==> src/rtl/gpio_port_pkg.sv <==
package gpio_port_pkg;
  localparam int unsigned PIN_W  = 8;
  localparam int unsigned ADDR_W = 12;
  localparam int unsigned DATA_W = 32;
  localparam int unsigned WORD_W = ADDR_W - 2;

  // word indices (paddr[11:2])
  localparam logic [WORD_W-1:0] W_DIR    = 10'h100;
  localparam logic [WORD_W-1:0] W_SENSE  = 10'h101;
  localparam logic [WORD_W-1:0] W_BOTH   = 10'h102;
  localparam logic [WORD_W-1:0] W_EVENT  = 10'h103;
  localparam logic [WORD_W-1:0] W_ENABLE = 10'h104;
  localparam logic [WORD_W-1:0] W_RAW    = 10'h105;
  localparam logic [WORD_W-1:0] W_MASKED = 10'h106;
  localparam logic [WORD_W-1:0] W_CLEAR  = 10'h107;
  localparam logic [WORD_W-1:0] W_ALT    = 10'h108;
  localparam logic [WORD_W-4:0] W_ID_HI  = 7'h7F;

  function automatic logic [PIN_W-1:0] ident_byte(input logic [2:0] idx);
    case (idx)
      3'd0:    ident_byte = 8'h61;
      3'd1:    ident_byte = 8'h10;
      3'd2:    ident_byte = 8'h04;
      3'd3:    ident_byte = 8'h00;
      3'd4:    ident_byte = 8'h0D;
      3'd5:    ident_byte = 8'hF0;
      3'd6:    ident_byte = 8'h05;
      default: ident_byte = 8'hB1;
    endcase
  endfunction
endpackage

==> src/rtl/gpio_pad_sync.sv <==
module gpio_pad_sync #(
  parameter int unsigned W      = 8,
  parameter int unsigned STAGES = 2
) (
  input  logic         clk,
  input  logic         rst_n,
  input  logic [W-1:0] d,
  output logic [W-1:0] q
);
  logic [W-1:0] stage_q [STAGES];

  always_ff @(posedge clk or negedge rst_n) begin
    if (!rst_n) stage_q[0] <= '0;
    else        stage_q[0] <= d;
  end

  for (genvar s = 1; s < STAGES; s++) begin : g_stage
    always_ff @(posedge clk or negedge rst_n) begin
      if (!rst_n) stage_q[s] <= '0;
      else        stage_q[s] <= stage_q[s-1];
    end
  end

  assign q = stage_q[STAGES-1];
endmodule

==> src/rtl/gpio_cfg_regs.sv <==
module gpio_cfg_regs
  import gpio_port_pkg::*;
(
  input  logic              clk,
  input  logic              rst_n,
  input  logic              wr_en,
  input  logic [WORD_W-1:0] waddr,
  input  logic [PIN_W-1:0]  wdata,
  output logic [PIN_W-1:0]  data_q,
  output logic [PIN_W-1:0]  dir_q,
  output logic [PIN_W-1:0]  sense_q,
  output logic [PIN_W-1:0]  both_q,
  output logic [PIN_W-1:0]  event_q,
  output logic [PIN_W-1:0]  enable_q,
  output logic [PIN_W-1:0]  alt_q,
  output logic [PIN_W-1:0]  clear_q
);
  localparam int unsigned MSB = WORD_W - 1;

  logic             in_data_win;
  logic [PIN_W-1:0] win_mask;
  logic [PIN_W-1:0] data_d, dir_d, sense_d, both_d, event_d, enable_d, alt_d, clear_d;

  assign in_data_win = (waddr[MSB:MSB-1] == 2'b00);
  assign win_mask    = waddr[PIN_W-1:0];

  always_comb begin
    data_d   = data_q;
    dir_d    = dir_q;
    sense_d  = sense_q;
    both_d   = both_q;
    event_d  = event_q;
    enable_d = enable_q;
    alt_d    = alt_q;
    clear_d  = '0;
    if (wr_en) begin
      if (in_data_win) begin
        data_d = (wdata & win_mask) | (data_q & ~win_mask);
      end else begin
        case (waddr)
          W_DIR:    dir_d    = wdata;
          W_SENSE:  sense_d  = wdata;
          W_BOTH:   both_d   = wdata;
          W_EVENT:  event_d  = wdata;
          W_ENABLE: enable_d = wdata;
          W_CLEAR:  clear_d  = wdata;
          W_ALT:    alt_d    = wdata;
          default:  ;
        endcase
      end
    end
  end

  always_ff @(posedge clk or negedge rst_n) begin
    if (!rst_n) begin
      data_q   <= '0;
      dir_q    <= '0;
      sense_q  <= '0;
      both_q   <= '0;
      event_q  <= '0;
      enable_q <= '0;
      alt_q    <= '0;
      clear_q  <= '0;
    end else begin
      data_q   <= data_d;
      dir_q    <= dir_d;
      sense_q  <= sense_d;
      both_q   <= both_d;
      event_q  <= event_d;
      enable_q <= enable_d;
      alt_q    <= alt_d;
      clear_q  <= clear_d;
    end
  end
endmodule

==> src/rtl/gpio_read_mux.sv <==
module gpio_read_mux
  import gpio_port_pkg::*;
(
  input  logic              rd_en,
  input  logic [WORD_W-1:0] raddr,
  input  logic [PIN_W-1:0]  pin_view,
  input  logic [PIN_W-1:0]  dir_q,
  input  logic [PIN_W-1:0]  sense_q,
  input  logic [PIN_W-1:0]  both_q,
  input  logic [PIN_W-1:0]  event_q,
  input  logic [PIN_W-1:0]  enable_q,
  input  logic [PIN_W-1:0]  alt_q,
  input  logic [PIN_W-1:0]  raw_i,
  output logic [DATA_W-1:0] rdata
);
  localparam int unsigned MSB = WORD_W - 1;

  logic [PIN_W-1:0] sel_byte;

  always_comb begin
    sel_byte = '0;
    if (raddr[MSB:MSB-1] == 2'b00) begin
      sel_byte = pin_view & raddr[PIN_W-1:0];
    end else if (raddr[MSB:3] == W_ID_HI) begin
      sel_byte = ident_byte(raddr[2:0]);
    end else begin
      case (raddr)
        W_DIR:    sel_byte = dir_q;
        W_SENSE:  sel_byte = sense_q;
        W_BOTH:   sel_byte = both_q;
        W_EVENT:  sel_byte = event_q;
        W_ENABLE: sel_byte = enable_q;
        W_RAW:    sel_byte = raw_i;
        W_MASKED: sel_byte = raw_i & enable_q;
        W_ALT:    sel_byte = alt_q;
        default:  sel_byte = '0;
      endcase
    end
    rdata = rd_en ? {{(DATA_W-PIN_W){1'b0}}, sel_byte} : '0;
  end
endmodule

==> src/rtl/gpio_apb_port.sv <==
module gpio_apb_port
  import gpio_port_pkg::*;
#(
  parameter int unsigned SYNC_STAGES = 2
) (
  input  logic              clk,
  input  logic              rst_n,
  input  logic              psel,
  input  logic              penable,
  input  logic              pwrite,
  input  logic [ADDR_W-1:0] paddr,
  input  logic [DATA_W-1:0] pwdata,
  output logic [DATA_W-1:0] prdata,
  output logic              pready,
  output logic              pslverr,
  input  logic [PIN_W-1:0]  pad_in,
  output logic [PIN_W-1:0]  pad_oe,
  output logic [PIN_W-1:0]  pad_out,
  output logic [PIN_W-1:0]  alt_sel,
  output logic [PIN_W-1:0]  pins_sync,
  output logic [PIN_W-1:0]  irq_sense,
  output logic [PIN_W-1:0]  irq_both,
  output logic [PIN_W-1:0]  irq_event,
  output logic [PIN_W-1:0]  irq_en,
  input  logic [PIN_W-1:0]  irq_raw,
  output logic [PIN_W-1:0]  irq_clear
);
  logic              wr_en, rd_en;
  logic [WORD_W-1:0] word_addr;
  logic [PIN_W-1:0]  data_q, dir_q, pin_view;

  assign word_addr = paddr[ADDR_W-1:2];
  assign wr_en     = psel && penable && pwrite;
  assign rd_en     = psel && !pwrite;
  assign pready    = 1'b1;
  assign pslverr   = 1'b0;

  gpio_pad_sync #(.W(PIN_W), .STAGES(SYNC_STAGES)) u_sync (
    .clk(clk), .rst_n(rst_n), .d(pad_in), .q(pins_sync)
  );

  gpio_cfg_regs u_regs (
    .clk(clk), .rst_n(rst_n), .wr_en(wr_en), .waddr(word_addr),
    .wdata(pwdata[PIN_W-1:0]),
    .data_q(data_q), .dir_q(dir_q), .sense_q(irq_sense), .both_q(irq_both),
    .event_q(irq_event), .enable_q(irq_en), .alt_q(alt_sel), .clear_q(irq_clear)
  );

  assign pin_view = (dir_q & data_q) | (~dir_q & pins_sync);
  assign pad_oe   = dir_q;
  assign pad_out  = data_q;

  gpio_read_mux u_rmux (
    .rd_en(rd_en), .raddr(word_addr), .pin_view(pin_view), .dir_q(dir_q),
    .sense_q(irq_sense), .both_q(irq_both), .event_q(irq_event),
    .enable_q(irq_en), .alt_q(alt_sel), .raw_i(irq_raw), .rdata(prdata)
  );
endmodule

==> config.mk <==
export PLATFORM = sky130hd
export DESIGN_NAME = gpio_apb_port
export DESIGN_NICKNAME = d
export VERILOG_FILES = /design/src/rtl/gpio_port_pkg.sv /design/src/rtl/gpio_pad_sync.sv /design/src/rtl/gpio_cfg_regs.sv /design/src/rtl/gpio_read_mux.sv /design/src/rtl/gpio_apb_port.sv
export SDC_FILE = /design/constraint.sdc
export NUM_CORES = 1
export LEC_CHECK = 0
export BUFFER_PORTS_ARGS = -buffer_cell sky130_fd_sc_hd__buf_2
export CAP_MARGIN = 20
export CORE_AREA = 2 2 106 108
export CTS_BUF_LIST = sky130_fd_sc_hd__clkbuf_4 sky130_fd_sc_hd__clkbuf_8
export DETAILED_ROUTE_END_ITERATION = 6
export DIE_AREA = 0 0 108 110
export PLACE_DENSITY = 0.71
export SLEW_MARGIN = 10
export SYNTH_ARGS = -nofsm -noshare
export SYNTH_HDL_FRONTEND = slang
export SYNTH_HIERARCHICAL = 1
export SYNTH_SLANG_ARGS = --single-unit
==> constraint.sdc <==
create_clock -name clk -period 3.65 [get_ports clk]
set_input_delay 0.365 -clock clk [delete_from_list [all_inputs] [get_ports clk]]
set_output_delay 0.365 -clock clk [all_outputs]
set_load 0.1 [all_outputs]
==> results.md <==
* Vias in the first global route at roughly 3000
* CP Launch Type: input port
* Hold WS at around 100 ps
* Top cells by area, synth: dfrtp_1 (47%), mux2_2 (15%), buf_4 (6.0%), nand2_1 (3.2%), mux2_4 (2.8%)
* Synth Area in XOR/XNOR at 0%
* Area leader, netlist: dfrtp_1
* Slew margin rel. at roughly two fifths
* Ys flop type: dfrtp_1
* Simple-gate share of the synthesized area at between 10% and 20%
* Fraction of registers with async set/reset at between 90% and 100%
* Crit-path max FO at 7
* Yosys warnings at 6
* Register area at roughly 2000 um2
* Final instance area at about 5100 um2
* # DRC at 0
* Cell with the most instances after synthesis: dfrtp_1
* HP Class: in -> reg
* DIE WIDTH at 108 um
* Vias at 3304
* Via/cell ratio at around 5.3
* Core area at about 11000 um2
* Nets at roughly 550
* Die height at around 110 um
* Number of flops mapped to enable cells by yosys at 0
* Transition time of the tightest slew-check pin at slightly above 900 ps
* Dpl ws at 927 ps
* I/O pin total at around 170
* H-tree Lvls at 3
* Setup bufs post-CTS at 0
* Final ANT Viol Nets at 0
* Crit Path Class: in -> out
* Fin Setup TNS at 0 ps
* Distinct cells, synth at 50
* First-pass GRT wire length at 17.4 mm
* Final worst setup slack at slightly above 900 ps
* Syn Std Cell Area at roughly 4200 um2
* WL final at between 10 and 15 mm
* Multi-input gate area at just under 2000 um2
* Final slew viol count at 0
* Gr ovfl total at 0
* Mapped Cells at about 370
* Synth top area share at between 40% and 50%
* Synth top cells by count: dfrtp_1 (80), mux2_2 (58), nand2_1 (36), buf_4 (34)
* MaxCap Viol Count at 0
* WP data required at between 3000 and 4000 ps
* Achievable Freq at 368 MHz
* DPL Wire Length at just over 8 mm
* Worst R2R Path Depth at 1
* Total leakage power at about 0.0026 uW
* Worst-skew pair later-pin latency at approximately 360 ps
* Part of the cycle the worst path needs at 74.4%
* Drt first-iter violations at around 200
* Worst EP arrival at 2350 ps
* Post-Synth Adder-Cell Area at 0%
* Slowest-stage cell, CP: or4b_4
* Complex-gate fraction of the synthesized area at 7.57%
* Hold depth at 1
* Max rail drop VDD at 0.000253 V
* Synth Register Bits at 80
* Synthesized area per cell at 11.5 um2
* Die area at between 10000 and 15000 um2
* Port Buffers at between 100 and 150
* Worst path most repeated cell: buf_2
* TritonRoute pass-1 iters at 5
* Root Buffer: clkbuf_8
* Fraction of layout cells with a size suffix above 1 at a little under half
* Cell Area, Placed at around 4800 um2
* Largest family of logic cells by synthesized area: multiplexers
* Fillers at between 1000 and 1500
* Gp weighted congestion at slightly above 0.9
* Endpoint type of the worst setup path: output pin
* Sequential-to-total area share from yosys stat at a little under half
* Fraction of synthesized area in multiplexers at a little over a fifth
* Area grow syn2layout at 19.8%
* Max incr delay on CP at 600 ps
* Global-route usage over all layers at between 20% and 30%
* Final min period at 2720 ps
* Power Density at 430 nW/um2
* Diode count at 0
* Unrepaired setup endpoints after global routing: no
* TritonCTS buffer count at 9
* Max Buffers Root-to-Sink at 2
* # clock sinks at 80
* Setup violators final at 0
* Clock transition at path regs at 80 ps
* # rows at 38
* Initial antenna violation count at 0
* Largest net degree at the start of global routing at 81
* Routed wire per std cell at about 19 um
* Final hold viol count at 0
* Worst clock skew at between 0.3 and 0.4 ps
* Starting Density at 39.5%
* CP cell instances: buf_2 -> or4b_4 -> nor2_2 -> nand4_1 -> a41oi_1 -> buf_2
* Run status: completed
* CTS tree: yes
## where the power goes
group | total, uW | internal (uW) | switching (uW)
Sequential | 931 | 914 | 17.3
Clock | 742 | 426 | 316
Combinational | 506 | 82.5 | 423
Total | 2180 | 1420 | 756
## cell families after synthesis
group	count (synthesis)
other cells	3
flops	80
simple gates	109
buf+inv	52
compound gates	48
mux	76
## stage by stage
stage               std cells  util [%]  total power [uW]
finish                    625      47.4              2180
global route              625      47.4              2260
CTS                       623      47.0              2200
detailed placement        607      44.9              1450
global placement          607      44.9              1440
floorplan                 391         -              1370
## metal layers
metal / GRT usage (%) / vias to the layer above / share of wire (%) / wire (um)
met5: 0 / - / 0 / 0
li1: - / 1494 / - / -
met3: 4.76 / 22 / 7.5 / 882
met1: 27.4 / 1635 / 43 / 5120
met2: 30.7 / 153 / 47 / 5520
met4: 8.15 / 0 / 2.4 / 282
## worst max-delay path: cells and delay by family
kind | cells | cell delay, ps
AND/OR/NAND/NOR | 3 | 1080
buffers and inverters | 2 | 620
AO/OA/AOI/OAI | 1 | 280
## state kept, by name (all words and copies together), names as in the netlist, named ones only
register and cells:
u_regs/both_q 8, u_regs/sense_q 8, u_regs/clear_q 8, u_regs/alt_q 8, u_regs/dir_q 8, u_sync/q 8, u_regs/enable_q 8, u_regs/event_q 8
u_sync/stage_q 8
## worst paths after layout
kind                                                  end                            from  slack [ps]
setup / recovery                                prdata[5]                        paddr[8]         930
setup reg to reg           u_regs/enable_q[3]$_DFFE_PN0P_  u_regs/enable_q[3]$_DFFE_PN0P_        2810
hold / removal               u_sync/stage_q[15]$_DFF_PN0_                       pad_in[7]         100
max in group asynchronous     u_regs/dir_q[3]$_DFFE_PN0P_                           rst_n        2580
min in group asynchronous    u_sync/stage_q[13]$_DFF_PN0_                           rst_n         480
hold reg to reg                     u_sync/q[2]$_DFF_PN0_    u_sync/stage_q[10]$_DFF_PN0_         350
## what timing repair did
item,in CTS,in global routing
resized for setup,0,0
endpoints found under the hold margin,0,30
hold buffers,0,1
## layout by cell type, fill, tap and decap left out, types with 9 or more instances in the layout
master      n
buf_2     117
dfrtp_1    80
nand3b_1   11
nand2_1    36
a211oi_1   11
conb_1     26
mux2_2     58
and2_1      9
clkbuf_8   10
## layout make-up
| class | count | area share [%] |
|---|---|---|
| Timing Repair Buffer | 125 | 13.2 |
| Inverter | 5 | 0.370 |
| Tap cell | 140 | 3.46 |
| Multi-Input combinational cell | 259 | 39.1 |
| Clock buffer | 13 | 3.16 |
| Clock inverter | 3 | 1.28 |
| Sequential cell | 80 | 39.5 |
Power figures use the tool's default switching activity.
